**src/rtl/lsu_regoff_pkg.sv**
```systemverilog
package lsu_regoff_pkg;

    typedef enum logic [2:0] {
        ACC_UBYTE = 3'd0,
        ACC_SBYTE = 3'd1,
        ACC_UHALF = 3'd2,
        ACC_SHALF = 3'd3,
        ACC_WORD  = 3'd4
    } acc_kind_e;

    typedef enum logic [1:0] {
        ST_IDLE  = 2'd0,
        ST_ISSUE = 2'd1,
        ST_WAIT  = 2'd2
    } lsu_state_e;

    localparam int unsigned REG_STACK = 13;
    localparam int unsigned REG_PROG  = 15;

    function automatic logic is_byte_kind(input acc_kind_e k);
        return (k == ACC_UBYTE) || (k == ACC_SBYTE);
    endfunction

    function automatic logic is_half_kind(input acc_kind_e k);
        return (k == ACC_UHALF) || (k == ACC_SHALF);
    endfunction

endpackage

```
**src/rtl/lsu_regoff_agen.sv**
```systemverilog
module lsu_regoff_agen
    import lsu_regoff_pkg::*;
#(
    parameter int ADDR_W  = 32,
    parameter int SHIFT_W = 2,
    parameter int LO_W    = 2
) (
    input  acc_kind_e          kind,
    input  logic [ADDR_W-1:0]  base,
    input  logic [ADDR_W-1:0]  index,
    input  logic [SHIFT_W-1:0] shift,
    output logic [ADDR_W-1:0]  addr,
    output logic               misaligned
);
    logic [ADDR_W-1:0] scaled;

    always_comb begin
        scaled = index << shift;
        addr   = base + scaled;
        if (is_half_kind(kind)) begin
            misaligned = addr[0];
        end else if (kind == ACC_WORD) begin
            misaligned = |addr[LO_W-1:0];
        end else begin
            misaligned = 1'b0;
        end
    end
endmodule

```
**src/rtl/lsu_regoff_legal.sv**
```systemverilog
module lsu_regoff_legal
    import lsu_regoff_pkg::*;
#(
    parameter int REG_W = 4
) (
    input  logic             is_load,
    input  acc_kind_e        kind,
    input  logic [REG_W-1:0] rt,
    input  logic [REG_W-1:0] rn,
    input  logic [REG_W-1:0] rm,
    input  logic             cond,
    input  logic             it_last,
    output logic             bad
);
    logic kind_ok, signed_store, base_bad, index_bad, sp_bad, pc_bad, it_bad;
    logic word_load;

    always_comb begin
        kind_ok      = (kind == ACC_UBYTE) || (kind == ACC_SBYTE) || (kind == ACC_UHALF)
                    || (kind == ACC_SHALF) || (kind == ACC_WORD);
        signed_store = !is_load && ((kind == ACC_SBYTE) || (kind == ACC_SHALF));
        base_bad     = (rn == REG_W'(REG_PROG));
        index_bad    = (rm == REG_W'(REG_PROG)) || (rm == REG_W'(REG_STACK));
        word_load    = is_load && (kind == ACC_WORD);
        sp_bad       = (rt == REG_W'(REG_STACK)) && (kind != ACC_WORD);
        pc_bad       = (rt == REG_W'(REG_PROG)) && !word_load;
        it_bad       = (rt == REG_W'(REG_PROG)) && word_load && cond && !it_last;
        bad = !kind_ok || signed_store || base_bad || index_bad || sp_bad || pc_bad || it_bad;
    end
endmodule

```
**src/rtl/lsu_regoff_lanes.sv**
```systemverilog
module lsu_regoff_lanes
    import lsu_regoff_pkg::*;
#(
    parameter int DATA_W = 32,
    parameter int LANES  = DATA_W / 8,
    parameter int LO_W   = $clog2(LANES)
) (
    input  acc_kind_e         kind,
    input  logic [LO_W-1:0]   addr_lo,
    input  logic [DATA_W-1:0] sdata,
    input  logic [DATA_W-1:0] rdata,
    output logic [LANES-1:0]  be,
    output logic [DATA_W-1:0] wdata,
    output logic [DATA_W-1:0] ldata
);
    logic k_byte, k_half;
    assign k_byte = is_byte_kind(kind);
    assign k_half = is_half_kind(kind);

    // Store side: one generate lane per byte of the bus.
    for (genvar g = 0; g < LANES; g++) begin : g_lane
        assign be[g] = k_byte ? (addr_lo == LO_W'(g))
                     : k_half ? (addr_lo[LO_W-1:1] == (LO_W-1)'(g / 2))
                     : 1'b1;
        assign wdata[g*8 +: 8] = k_byte ? sdata[7:0]
                               : k_half ? sdata[(g % 2)*8 +: 8]
                               : sdata[g*8 +: 8];
    end

    // Load side: move the addressed field to bit 0, then widen.
    logic [DATA_W-1:0] byte_dn, half_dn;
    always_comb begin
        byte_dn = rdata >> {addr_lo, 3'b000};
        half_dn = rdata >> {addr_lo[LO_W-1:1], 4'b0000};
        case (kind)
            ACC_UBYTE: ldata = {{(DATA_W-8){1'b0}}, byte_dn[7:0]};
            ACC_SBYTE: ldata = {{(DATA_W-8){byte_dn[7]}}, byte_dn[7:0]};
            ACC_UHALF: ldata = {{(DATA_W-16){1'b0}}, half_dn[15:0]};
            ACC_SHALF: ldata = {{(DATA_W-16){half_dn[15]}}, half_dn[15:0]};
            default:   ldata = rdata;
        endcase
    end
endmodule

```
**src/rtl/lsu_regoff.sv**
```systemverilog
module lsu_regoff
    import lsu_regoff_pkg::*;
#(
    parameter int DATA_W  = 32,
    parameter int REG_W   = 4,
    parameter int SHIFT_W = 2
) (
    input  logic              clk,
    input  logic              rst_n,
    input  logic              req_valid,
    output logic              req_ready,
    input  logic              req_is_load,
    input  logic [2:0]        req_kind,
    input  logic [DATA_W-1:0] req_base,
    input  logic [DATA_W-1:0] req_index,
    input  logic [SHIFT_W-1:0] req_shift,
    input  logic [REG_W-1:0]  req_rt,
    input  logic [REG_W-1:0]  req_rn,
    input  logic [REG_W-1:0]  req_rm,
    input  logic              req_cond,
    input  logic              req_it_last,
    input  logic [DATA_W-1:0] req_store_data,
    output logic              mem_req_valid,
    input  logic              mem_req_ready,
    output logic              mem_we,
    output logic [DATA_W-1:0] mem_addr,
    output logic [DATA_W/8-1:0] mem_be,
    output logic [DATA_W-1:0] mem_wdata,
    input  logic              mem_rsp_valid,
    input  logic [DATA_W-1:0] mem_rdata,
    output logic              done,
    output logic              wb_valid,
    output logic              branch_valid,
    output logic [DATA_W-1:0] result,
    output logic [REG_W-1:0]  wb_reg,
    output logic              illegal,
    output logic              align_fault,
    output logic              pc_fault
);
    localparam int LANES = DATA_W / 8;
    localparam int LO_W  = $clog2(LANES);

    typedef struct packed {
        lsu_state_e        st;
        logic [DATA_W-1:0] addr;
        logic [LANES-1:0]  be;
        logic              we;
        logic [DATA_W-1:0] wdata;
        acc_kind_e         kind;
        logic [REG_W-1:0]  rt;
        logic              done;
        logic              wb_v;
        logic              br_v;
        logic              ill;
        logic              alf;
        logic              pcf;
        logic [DATA_W-1:0] res;
    } ctx_t;

    ctx_t q, d;

    acc_kind_e         in_kind;
    logic [DATA_W-1:0] ea;
    logic              ea_mis, rule_bad;
    logic [LANES-1:0]  st_be;
    logic [DATA_W-1:0] st_wdata, in_ldata_unused;
    logic [LANES-1:0]  rd_be_unused;
    logic [DATA_W-1:0] rd_wdata_unused, ld_val;

    assign in_kind = acc_kind_e'(req_kind);

    lsu_regoff_agen #(.ADDR_W(DATA_W), .SHIFT_W(SHIFT_W), .LO_W(LO_W)) i_agen (
        .kind(in_kind), .base(req_base), .index(req_index), .shift(req_shift),
        .addr(ea), .misaligned(ea_mis)
    );

    lsu_regoff_legal #(.REG_W(REG_W)) i_legal (
        .is_load(req_is_load), .kind(in_kind), .rt(req_rt), .rn(req_rn), .rm(req_rm),
        .cond(req_cond), .it_last(req_it_last), .bad(rule_bad)
    );

    // Store lane steering for the incoming request.
    lsu_regoff_lanes #(.DATA_W(DATA_W)) i_st_lanes (
        .kind(in_kind), .addr_lo(ea[LO_W-1:0]), .sdata(req_store_data), .rdata(mem_rdata),
        .be(st_be), .wdata(st_wdata), .ldata(in_ldata_unused)
    );

    // Load alignment for the access in flight.
    lsu_regoff_lanes #(.DATA_W(DATA_W)) i_ld_lanes (
        .kind(q.kind), .addr_lo(q.addr[LO_W-1:0]), .sdata(q.wdata), .rdata(mem_rdata),
        .be(rd_be_unused), .wdata(rd_wdata_unused), .ldata(ld_val)
    );

    always_comb begin
        d      = q;
        d.done = 1'b0;
        d.wb_v = 1'b0;
        d.br_v = 1'b0;
        d.ill  = 1'b0;
        d.alf  = 1'b0;
        d.pcf  = 1'b0;
        unique case (q.st)
            ST_IDLE: begin
                if (req_valid) begin
                    d.rt = req_rt;
                    if (rule_bad) begin
                        d.done = 1'b1;
                        d.ill  = 1'b1;
                    end else if (ea_mis) begin
                        d.done = 1'b1;
                        d.alf  = 1'b1;
                    end else begin
                        d.st    = ST_ISSUE;
                        d.addr  = ea;
                        d.be    = st_be;
                        d.we    = !req_is_load;
                        d.wdata = st_wdata;
                        d.kind  = in_kind;
                    end
                end
            end
            ST_ISSUE: begin
                if (mem_req_ready) d.st = ST_WAIT;
            end
            ST_WAIT: begin
                if (mem_rsp_valid) begin
                    d.st   = ST_IDLE;
                    d.done = 1'b1;
                    if (!q.we) begin
                        if (q.rt == REG_W'(REG_PROG)) begin
                            if (ld_val[0]) begin
                                d.br_v = 1'b1;
                                d.res  = {ld_val[DATA_W-1:1], 1'b0};
                            end else begin
                                d.pcf  = 1'b1;
                                d.res  = ld_val;
                            end
                        end else begin
                            d.wb_v = 1'b1;
                            d.res  = ld_val;
                        end
                    end
                end
            end
            default: d.st = ST_IDLE;
        endcase
    end

    always_ff @(posedge clk) begin
        if (!rst_n) q <= '0;
        else        q <= d;
    end

    assign req_ready     = (q.st == ST_IDLE);
    assign mem_req_valid = (q.st == ST_ISSUE);
    assign mem_we        = q.we;
    assign mem_addr      = q.addr;
    assign mem_be        = q.be;
    assign mem_wdata     = q.wdata;
    assign done          = q.done;
    assign wb_valid      = q.wb_v;
    assign branch_valid  = q.br_v;
    assign result        = q.res;
    assign wb_reg        = q.rt;
    assign illegal       = q.ill;
    assign align_fault   = q.alf;
    assign pc_fault      = q.pcf;

    // A stalled memory request keeps its address and lanes.
    assert_req_hold_R11: assert property (@(posedge clk) disable iff (!rst_n)
        mem_req_valid && !mem_req_ready |=> mem_req_valid && $stable(mem_addr) && $stable(mem_be));

    // The unit never advertises readiness while a memory access is pending.
    assert_busy_R11: assert property (@(posedge clk) disable iff (!rst_n)
        mem_req_valid |-> !req_ready);

    // Branch targets are halfword aligned.
    assert_branch_even_R7: assert property (@(posedge clk) disable iff (!rst_n)
        branch_valid |-> !result[0]);

    // At most one outcome per completion, and none without done.
    assert_one_outcome_R8: assert property (@(posedge clk) disable iff (!rst_n)
        $onehot0({wb_valid, branch_valid, illegal, align_fault, pc_fault}));
    assert_flags_need_done_R10: assert property (@(posedge clk) disable iff (!rst_n)
        (wb_valid || branch_valid || illegal || align_fault || pc_fault) |-> done);

    // Lane enables on the bus are one byte, one halfword, or the whole word.
    assert_lane_count_R2: assert property (@(posedge clk) disable iff (!rst_n)
        mem_req_valid |-> ($countones(mem_be) == 1 || $countones(mem_be) == 2
                           || $countones(mem_be) == LANES));

    // Full-word enables only on aligned addresses.
    assert_word_aligned_R10: assert property (@(posedge clk) disable iff (!rst_n)
        mem_req_valid && (&mem_be) |-> (mem_addr[LO_W-1:0] == '0));

    // Signed byte loads return a properly widened value.
    assert_sbyte_ext_R3: assert property (@(posedge clk) disable iff (!rst_n)
        wb_valid && (q.kind == ACC_SBYTE) |-> (result[DATA_W-1:8] == {(DATA_W-8){result[7]}}));
endmodule

```
**config.mk**
```make
export PLATFORM = sky130hd
export DESIGN_NAME = lsu_regoff
export DESIGN_NICKNAME = d
export VERILOG_FILES = /design/src/rtl/lsu_regoff_pkg.sv /design/src/rtl/lsu_regoff_agen.sv /design/src/rtl/lsu_regoff_legal.sv /design/src/rtl/lsu_regoff_lanes.sv /design/src/rtl/lsu_regoff.sv
export SDC_FILE = /design/constraint.sdc
export NUM_CORES = 1
export LEC_CHECK = 0
export ABC_CLOCK_PERIOD_IN_PS = 5300
export BUFFER_PORTS_ARGS = -buffer_cell sky130_fd_sc_hd__clkbuf_2
export CAP_MARGIN = 20
export CORE_AREA = 4 4 134 136
export DETAILED_ROUTE_END_ITERATION = 10
export DIE_AREA = 0 0 138 140
export PLACE_DENSITY = 0.79
export SYNTH_ARGS = -nofsm -noshare
export SYNTH_HDL_FRONTEND = slang
export SYNTH_SLANG_ARGS = --single-unit
```
**constraint.sdc**
```tcl
create_clock -name clk -period 5.3 [get_ports clk]
set_input_delay 0.53 -clock clk [delete_from_list [all_inputs] [get_ports clk]]
set_output_delay 0.53 -clock clk [all_outputs]
set_load 0.005 [all_outputs]
```
==> results.txt, run 1 <==
FF/Latch Area = 0.00232 mm²
Total Power = 0.00285 W
Final HPWL DP = 17700 µm
Routed WL per cell = 16.7 µm
Layout cell share with drive strength beyond 1 = 29.8%
Required time worst endpoint = 5.58 ns
Hold EP = mem_we
Register bit total from synthesis = 116
Hold buffer count at cts = 0
Post-synth top flop = dfxtp_1
Worst R2R End = result[19]
Peak Freq = 269 MHz
Synth Warn # = 0
Root Buffer Master = clkbuf_16
DR vias/cell = 5.58
Synth top area share = 29.3%
Multi-input gate area = 0.00452 mm²
CORE AREA = 0.0169 mm²
Drt drc = 0
First-pass GRT wire length = 36800 µm
CTS tree = done
WP buf/inv = 3
Syn Area/Cell = 7.88 µm²
CTS Sinks = 116
Setup ws final = 1.58 ns
Largest net degree at the start of global routing = 70
GP Congestion = 0.979
H-tree Lvls = 4
Setup TNS = 0 ns
Asr flop ratio synth = 0%
DIE AREA = 0.0193 mm²
RR Startpoint = mem_addr[1]
I/O pins = 266
WP data arrival = 3.99 ns
Overflow after GRT = 0
Antenna-violating nets left = 0
Crit end category = flop
Startpoint Class = input port
Worst Tran Pin Value = 0.886 ns
Post-layout util = 54.5%
Via Count = 7660
Dominant cell type by area after synthesis = dfxtp_1
Layout Cells excl Fill = 1373
PwrDens = 309 mW/mm²
Ant. Diodes = 0
Reg2reg path depth = 7
Min-Delay Path Class = in -> reg
P&R area growth vs syn = 16.7%
Post-CTS Setup Inserts = 0
Initial antenna violation count = 0
Global Route Usage Sum = 23.1%
Count of final hold-check violations = 0
Unrepaired setup endpoints after global routing = no
Commonest non-fill, non-tap cells in the layout = 264 x clkbuf_2, 180 x nand2_1, 119 x a21oi_1, 116 x dfxtp_1, 80 x o21ai_0
Clock-pin slew on the worst setup and hold paths = 0.06 ns
Sequential fraction of the synthesis area = 29.3%
Clock Latency Late Sink = 0.41 ns
Fillers = 1639
Relative slew slack = 40.8%
Yosys cell types = 52
Vias in the first global route = 7321
Worst path max stage delay = 0.55 ns
Source of the worst hold timing path = req_is_load
Pleak = 3.99 nW
Final min period = 3.72 ns
Crit path cell chain = clkbuf_2, nand2b_1, nor2_1, ha_1, fa_1, or2_1, nand3_1, o21ai_0, nor4_2, buf_12, buf_4, o211ai_1, o21ai_0, nor2_1
Max Cap Viol = 0
DRT iter0 DRCs = 587
Fin crit share = 70.1%
WHS Path Cells = 2
Most common cell after layout, fill and taps aside = clkbuf_2
Area contributors post-synth = dfxtp_1 29%, buf_4 9.9%, nand2_1 8.5%
Die Y = 140 µm
Post-Synthesis Cells = 1005
Slowest stage cell, crit path = fa_1
Die X = 138 µm
Post-synth EDFFs = 0
Worst Skew = 0.00820 ns
Net total in the final layout = 1320
Outcome = completed
Routed wire length = 23000 µm
Final setup fails = 0
Worst-case clock buffer depth = 2
FP Rows = 48
R2r setup slk = 2.96 ns
Critical path's top delay family = simple AND/OR/NAND/NOR gates
CP max FO = 69
Dpl cells = 1341
Worst vdd ir = 0.000224 V
Slew Limit Fails = 0
Initial Util = 46.7%
Pre-CTS setup slack = 1.11 ns
Post-synthesis cell area = 0.00792 mm²
I/O Buffers = 264
Post-CTS sizing = 0
CTS Buf Count = 17
Pre-Repair DR Iteration Count = 5
Mapped Nets = 1190
Critical path class = in -> reg
-- Yosys cell counts (all sizes together), types with 12 or more instances --
master,count
a211oi,18
a21oi,119
a311oi,12
a31oi,12
buf,118
clkbuf,47
dfxtp,116
ha,31
inv,14
mux2i,20
mux4,28
nand2,180
nand3,17
nor2,55
nor3,19
o21ai,81
xor2,19
-- through the flow --
stage | hold WS, ns | cell area [µm²]
floorplan | 0.426 | 7920
global placement | 0.438 | 8610
detailed placement | 0.445 | 8610
CTS | 0.305 | 9240
global route | 0.319 | 9240
finish | 0.324 | 9240
-- area by class of cell --
class	count	share of cell area [%]
multi-input combinational	709	49.0
timing repair buffer	276	15.4
tap	225	3.05
inverter	15	0.610
clock buffer	18	4.65
clock inverter	14	2.17
sequential	116	25.1
-- power breakdown --
part,switching [W],leakage (nW),internal (W)
combinational,0.000400,2.75,0.000283
sequential,0.0000299,0.943,0.000919
clock,0.000428,0.298,0.000791
total,0.000858,3.99,0.00199
-- logic make-up (layout without fill, tap and decap cells) --
group                    after synthesis  in the layout  share of synthesized area, %
multiplexers                          50             50                          10.8
adder cells (fa/ha/maj)               32             32                          5.15
AND/OR/NAND/NOR                      310            310                          16.8
AO/OA/AOI/OAI                        290            290                          21.4
buffers and inverters                180            323                          13.6
flip-flops                           116            116                          29.3
XOR/XNOR                              27             27                          2.99
-- metal layers --
metal	share of wire, %	vias up	global-route usage [%]
li1	-	3764	-
met1	42	3578	28.8
met2	47	264	37.6
met3	7.8	54	6.66
met4	3.4	0	9.93
met5	0	-	0
-- worst max path at each step --
stage / end / cells after the start / startpoint / slack (ns)
6_report: mem_be[2] / 14 / req_shift[0] / 1.58
3_5_place_dp: mem_be[2] / 14 / req_shift[0] / 1.11
4_1_cts: mem_be[1] / 13 / req_shift[0] / 1.57
3_3_place_gp: mem_be[2] / 14 / req_shift[0] / 1.21
5_1_grt: mem_be[1] / 12 / req_shift[0] / 1.11
2_1_floorplan: mem_addr[26] / 11 / req_shift[0] / 1.45
-- worst register-to-register path, stage by stage (launching register included) --
cell     delay [ns]
dfxtp_1        0.90
mux2_2         0.45
nand2_1        0.09
o31ai_1        0.07
a22o_1         0.21
a31oi_1        0.17
buf_4          0.24
a21oi_1        0.10
Note: power is estimated with default switching activity, not from simulation.
==> run 2: changes to the inputs <==
- ABC_CLOCK_PERIOD_IN_PS: 5300 -> 3600
- clock period: 5.3 -> 3.6 ns (I/O delays scaled with it)
==> results.txt, run 2 (same netlist as run 1, synthesis figures left out) <==
Outcome = completed
I/O pins = 266 (unchanged)
CTS tree = done
Worst Skew = 0.00557 ns (-0.00262 ns)
Final setup fails = 0 (unchanged)
R2r setup slk = 1.49 ns (-1.47 ns)
CTS Sinks = 116 (unchanged)
CTS Buf Count = 17 (unchanged)
Logic gate share of total power = 26.2% (+2.3 points)
Vias in the first global route = 7266 (-0.75%)
Via Count = 7726 (+0.86%)
Hold EP = mem_we
CORE AREA = 0.0169 mm² (unchanged)
Worst-case clock buffer depth = 2 (unchanged)
WP data arrival = 3.38 ns (-0.61 ns)
Initial Util = 46.7% (unchanged)
Routed wire length = 23100 µm (+0.74%)
First-pass GRT wire length = 37000 µm (+0.60%)
DRT iter0 DRCs = 424 (-28%)
Worst R2R End = result[0]
Reg2reg path depth = 7 (unchanged)
Clock-pin slew on the worst setup and hold paths = 0.06 ns (about the same)
Largest net degree at the start of global routing = 69 (-1.4%)
Final min period = 3.03 ns
Met3 wire len = 1720 µm (-3.9%)
CP max FO = 14 (-80%)
Clock share of power = 39.0% (-3.8 points)
Drt drc = 0 (unchanged)
Setup TNS = 0 ns (unchanged)
Root Buffer Master = clkbuf_16
Count of final hold-check violations = 0 (unchanged)
Global Route Usage Sum = 23.1% (+0.028 points)
Post-CTS sizing = 0 (unchanged)
RR Startpoint = q[43]
Final HPWL DP = 18000 µm (+1.5%)
Net total in the final layout = 1341 (+1.6%)
Routed WL per cell = 16.6 µm (-0.78%)
Worst Tran Pin Value = 0.683 ns (-0.204 ns)
Overflow after GRT = 0 (unchanged)
Required time worst endpoint = 3.94 ns (-1.64 ns)
Antenna-violating nets left = 0 (unchanged)
I/O Buffers = 264 (unchanged)
Commonest non-fill, non-tap cells in the layout = 264 x clkbuf_2, 180 x nand2_1, 119 x a21oi_1, 116 x dfxtp_1, 80 x o21ai_0
Startpoint Class = input port
Met2 WL = 11100 µm (+3.5%)
Slew Limit Fails = 0 (unchanged)
DR vias/cell = 5.54 (-0.66%)
Die Y = 140 µm (unchanged)
PwrDens = 429 mW/mm² (+39%)
Crit end category = flop
GP Congestion = 0.909 (-7.1%)
Critical path class = in -> reg
Initial antenna violation count = 0 (unchanged)
Pleak = 4.06 nW (+1.7%)
Sw Share = 32.6% (+2.5 points)
Net Sw Power = 0.00131 W (+52%)
Post-CTS Setup Inserts = 0 (unchanged)
Relative slew slack = 54.4% (+14 points)
DR top layer = met4
Worst vdd ir = 0.000338 V (+51%)
Min-Delay Path Class = in -> reg
FP Rows = 48 (unchanged)
Most common cell after layout, fill and taps aside = clkbuf_2
Die X = 138 µm (unchanged)
Sequential power share = 34.8% (+1.5 points)
Fin crit share = 84.3%
Pre-Repair DR Iteration Count = 5 (unchanged)
WHS Path Cells = 2 (unchanged)
Total Power = 0.00401 W (+41%)
Internal Power = 0.00270 W (+36%)
Max Cap Viol = 0 (unchanged)
Peak Freq = 330 MHz
Ant. Diodes = 0 (unchanged)
Source of the worst hold timing path = req_is_load
Hold buffer count at cts = 0 (unchanged)
Met1 wire length = 9830 µm (+1.9%)
Unrepaired setup endpoints after global routing = no
P&R area growth vs syn = 18.0%
Clock Latency Late Sink = 0.41 ns (about the same)
DIE AREA = 0.0193 mm² (unchanged)
Layout cell share with drive strength beyond 1 = 31.1% (+1.3 points)
H-tree Lvls = 4 (unchanged)
run 2: per-stage QoR:
step                      cells  utilization (%)  cell area (µm²)  hold slack, ns  worst slack [ns]
after floorplan            1005                -             7920           0.426             0.200
after global placement     1362             51.9             8790           0.439             0.203
after detailed placement   1362             51.9             8790           0.442             0.163
after CTS                  1394             55.1             9340           0.134             0.591
after global routing       1394             55.1             9340           0.137             0.314
final                      1394             55.1             9340           0.146             0.567
run 2: power by group through the flow:
stage,logic (W),clock network [W],registers (W)
6_report,0.00105,0.00157,0.00139
5_1_grt,0.00116,0.00164,0.00140
4_1_cts,0.00105,0.00159,0.00140
3_5_place_dp,0.00104,0,0.00142
3_3_place_gp,0.00103,0,0.00142
2_1_floorplan,0.000733,0,0.00141
run 2: critical path, cell delays in order:
cell and delay, ns:
clkbuf_2 0.17, buf_4 0.27, mux4_2 0.53, ha_1 0.40, o211ai_1 0.15, o21ai_0 0.43, nand3_1 0.19, nand3_1 0.16
o31ai_1 0.14, or4_1 0.41, a31oi_1 0.17
run 2: layout make-up:
cell class                 count  area, µm²
timing repair buffer         297       1610
multi-input combinational    709       4520
inverter                      15       56.3
tap                          225        282
clock inverter                14        119
fill                        1618       7600
clock buffer                  18        429
sequential                   116       2320
run 2: how the worst max path moves through the flow:
stage | start | end | cells past startpoint
floorplan | req_shift[0] | mem_addr[26] | 11
global placement | req_shift[0] | mem_addr[29] | 11
detailed placement | req_shift[0] | mem_addr[29] | 11
CTS | req_shift[0] | mem_addr[29] | 11
global route | req_shift[0] | mem_addr[29] | 11
finish | req_shift[0] | mem_addr[29] | 11
run 2: metal layers:
| metal | track usage, % | up-vias |
|---|---|---|
| met5 | 0 | - |
| met4 | 6.55 | 0 |
| met3 | 5.33 | 30 |
| met2 | 39.0 | 320 |
| met1 | 29.9 | 3579 |
| li1 | - | 3797 |
==> run 3: changes to the inputs <==
- ABC_AREA: unset -> 1
- ABC_CLOCK_PERIOD_IN_PS: 3600 -> 3100
- CORE_AREA: 4 4 134 136 -> 4 4 141 143
- DIE_AREA: 0 0 138 140 -> 0 0 145 147
- PLACE_DENSITY: 0.79 -> 0.77
- clock period: 3.6 -> 3.1 ns (I/O delays scaled with it)
==> results.txt, run 3 <==
Outcome = completed
DIE AREA = 0.0213 mm² (+10%)
I/O Buffers = 264 (unchanged)
Worst path max stage delay = 0.66 ns (+0.13 ns)
Drt drc = 0 (unchanged)
Initial antenna violation count = 0 (unchanged)
Worst R2R End = result[19]
P&R area growth vs syn = 14.8%
Post-synth top flop = dfxtp_1
Grt peak-use layer = met2
Setup TNS = 0 ns (unchanged)
Largest net degree at the start of global routing = 59 (-14%)
Met1 usage = 28.7% (-1.3 points)
Met2 Use GR = 40.7% (+1.7 points)
Die Y = 147 µm (+5.0%)
Max Cap Viol = 0 (unchanged)
GR Layer Usage met3 = 5.77% (+0.44 points)
Worst Tran Pin Value = 0.698 ns (+0.0156 ns)
Worst-case clock buffer depth = 2 (unchanged)
Initial Util = 47.5% (+0.77 points)
Source of the worst hold timing path = req_kind[0]
Net Sw Power = 0.00161 W (+23%)
Layout Cell Area excl Fill = 0.0101 mm² (+8.5%)
Final min period = 2.53 ns
Min-Delay Path Class = in -> reg
Hold buffer count at cts = 0 (unchanged)
PwrDens = 479 mW/mm² (+11%)
Worst Skew = 0.00625 ns (+0.000680 ns)
Slew Limit Fails = 0 (unchanged)
Pre-Repair DR Iteration Count = 5 (unchanged)
Count of final hold-check violations = 0 (unchanged)
WHS = 0.166 ns (+0.0207 ns)
Synth top area share = 26.3% (-3.0 points)
Register bit total from synthesis = 116 (unchanged)
Peak Freq = 395 MHz
Synth Warn # = 0 (unchanged)
Yosys cell types = 35 (-33%)
Synth cell count leaders = 418 x nand2_1, 194 x inv_1, 118 x a21oi_1
Crit path cell chain = clkbuf_2, o21ai_0, nor2_1, fa_1, inv_1, nand2_1, nand3_2, nand4_4, buf_4, o21ai_0, a21oi_1
Area contributors post-synth = dfxtp_1 26%, nand2_1 18%, buf_4 9.2%
RR Startpoint = mem_addr[1]
Routed wire length = 26000 µm (+12%)
I/O pins = 266 (unchanged)
Slowest stage cell, crit path = fa_1
Commonest non-fill, non-tap cells in the layout = 418 x nand2_1, 264 x clkbuf_2, 194 x inv_1, 118 x a21oi_1, 116 x dfxtp_1
CTS Sinks = 116 (unchanged)
Overflow after GRT = 0 (unchanged)
Routed WL per cell = 14.6 µm (-12%)
Post-CTS sizing = 0 (unchanged)
Syn Area/Cell = 6.36 µm² (-19%)
Worst vdd ir = 0.000381 V (+13%)
Post-synthesis cell area = 0.00883 mm² (+12%)
R2r setup slk = 1.03 ns (-0.46 ns)
Crit end category = flop
Via Count = 9059 (+17%)
DRT iter0 DRCs = 480 (+13%)
Startpoint Class = input port
Sequential fraction of the synthesis area = 26.3% (-3.0 points)
Root Buffer Master = clkbuf_16
Final setup fails = 0 (unchanged)
Most frequent cell after synthesis = nand2_1
Mapped Nets = 1573 (+32%)
Post-synth EDFFs = 0 (unchanged)
Asr flop ratio synth = 0% (unchanged)
Critical path class = in -> reg
Global Route Usage Sum = 23.7% (+0.57 points)
Unrepaired setup endpoints after global routing = no
Sequential power share = 33.2% (-1.6 points)
First-pass GRT wire length = 41800 µm (+13%)
CTS tree = done
Most used cell, CP = o21ai_0
Vias in the first global route = 8483 (+17%)
Post-layout util = 54.6% (-0.58 points)
H-tree Lvls = 4 (unchanged)
Net total in the final layout = 1718 (+28%)
Reg2reg path depth = 12 (+5)
Clock Latency Late Sink = 0.41 ns (about the same)
Clock-pin slew on the worst setup and hold paths = 0.06 ns (about the same)
WP data arrival = 2.86 ns (-0.52 ns)
Fillers = 1884 (+16%)
Hold EP = q[42]
Post-Synthesis Cells = 1388 (+38%)
Logic gate share of total power = 26.9% (+0.7 points)
CORE AREA = 0.0186 mm² (+9.7%)
Internal Power = 0.00324 W (+20%)
CTS Buf Count = 17 (unchanged)
Fin crit share = 81.6%
GP Congestion = 0.945 (+4.0%)
Antenna-violating nets left = 0 (unchanged)
WHS Path Cells = 3 (+1)
DR vias/cell = 5.09 (-8.2%)
Dominant cell type by area after synthesis = dfxtp_1
Most common cell after layout, fill and taps aside = nand2_1
Pleak = 5.65 nW (+39%)
Clock share of power = 39.9% (+0.9 points)
Ant. Diodes = 0 (unchanged)
Die X = 145 µm (+5.1%)
Post-Place Cell Area = 0.00955 mm² (+8.7%)
Relative slew slack = 53.2% (-1.3 points)
Layout cell share with drive strength beyond 1 = 21.2% (-9.9 points)
Final HPWL DP = 20800 µm (+15%)
Setup crit start = req_shift[0]
FP Rows = 50 (+4.2%)
Required time worst endpoint = 3.43 ns (-0.51 ns)
Post-CTS Setup Inserts = 0 (unchanged)
Sw Share = 33.2% (+0.63 points)
CP max FO = 58 (+44)
==> run 3: cell types whose count changed after synthesis, sizes merged, moves of 17 or more <==
cell / before / now
nand3: 17 / 53
o211ai: 6 / 23
mux2i: 20 / 56
buf: 118 / 137
mux4: 28 / 0
clkbuf: 47 / 18
a211oi: 18 / 0
nor2: 55 / 86
nand2: 180 / 420
inv: 14 / 199
==> run 3: through the flow <==
stage / std cells / power (W) / setup WS, ns
2_1_floorplan: 1388 / 0.00257 / 0.478
3_3_place_gp: 1748 / 0.00292 / 0.213
3_5_place_dp: 1748 / 0.00293 / 0.115
4_1_cts: 1780 / 0.00489 / 0.543
5_1_grt: 1780 / 0.00515 / 0.287
6_report: 1780 / 0.00485 / 0.570
==> run 3: kinds of logic (layout without fill, tap and decap cells) <==
group                    count (synthesis)  after routing  share of synthesized area [%]
multiplexers                            56             56                           6.35
adder cells (fa/ha/maj)                 32             32                           4.62
buffers and inverters                  355            513                           20.4
AO/OA/AOI/OAI                          240            240                           14.9
XOR/XNOR                                15             15                           1.49
flip-flops                             116            116                           26.3
AND/OR/NAND/NOR                        574            574                           25.9
==> run 3: how the worst max path moves through the flow <==
stage | to | slack [ns] | cells after the start
after CTS | mem_we | 0.54 | 11
after detailed placement | mem_addr[8] | 0.12 | 11
after global placement | mem_addr[20] | 0.21 | 12
final | mem_we | 0.57 | 11
after floorplan | mem_addr[16] | 0.48 | 13
after global routing | mem_addr[4] | 0.29 | 11
==> run 3: per-layer routing <==
layer | wire, µm | up-vias
met2 | 12300 | 381
met1 | 10900 | 4029
met4 | 891 | 0
met5 | 0 | -
met3 | 1860 | 55
li1 | - | 4594
==> run 3: layout make-up <==
cell class / instances / area, µm² / area share [%]
multi-input cells: 917 / 4710 / 46.5
flip-flops and latches: 116 / 2320 / 22.9
repair buffers: 281 / 1470 / 14.5
inverters: 200 / 751 / 7.41
clock buffers: 18 / 429 / 4.23
well taps: 234 / 293 / 2.89
clock inverters: 14 / 154 / 1.52
==> run 3: worst max-delay path: cells and delay by family <==
kind | cells | cell delay [ns]
simple gates | 4 | 0.51
fa+ha+maj | 1 | 0.66
buf+inv | 3 | 0.80
compound gates | 3 | 0.57
==> run 3: power groups by stage <==
stage	registers [W]	clock network, W	logic [W]
after floorplan	0.00163	0	0.000943
after global placement	0.00164	0	0.00128
after detailed placement	0.00164	0	0.00129
after CTS	0.00161	0.00198	0.00130
after global routing	0.00162	0.00205	0.00148
final	0.00161	0.00194	0.00131
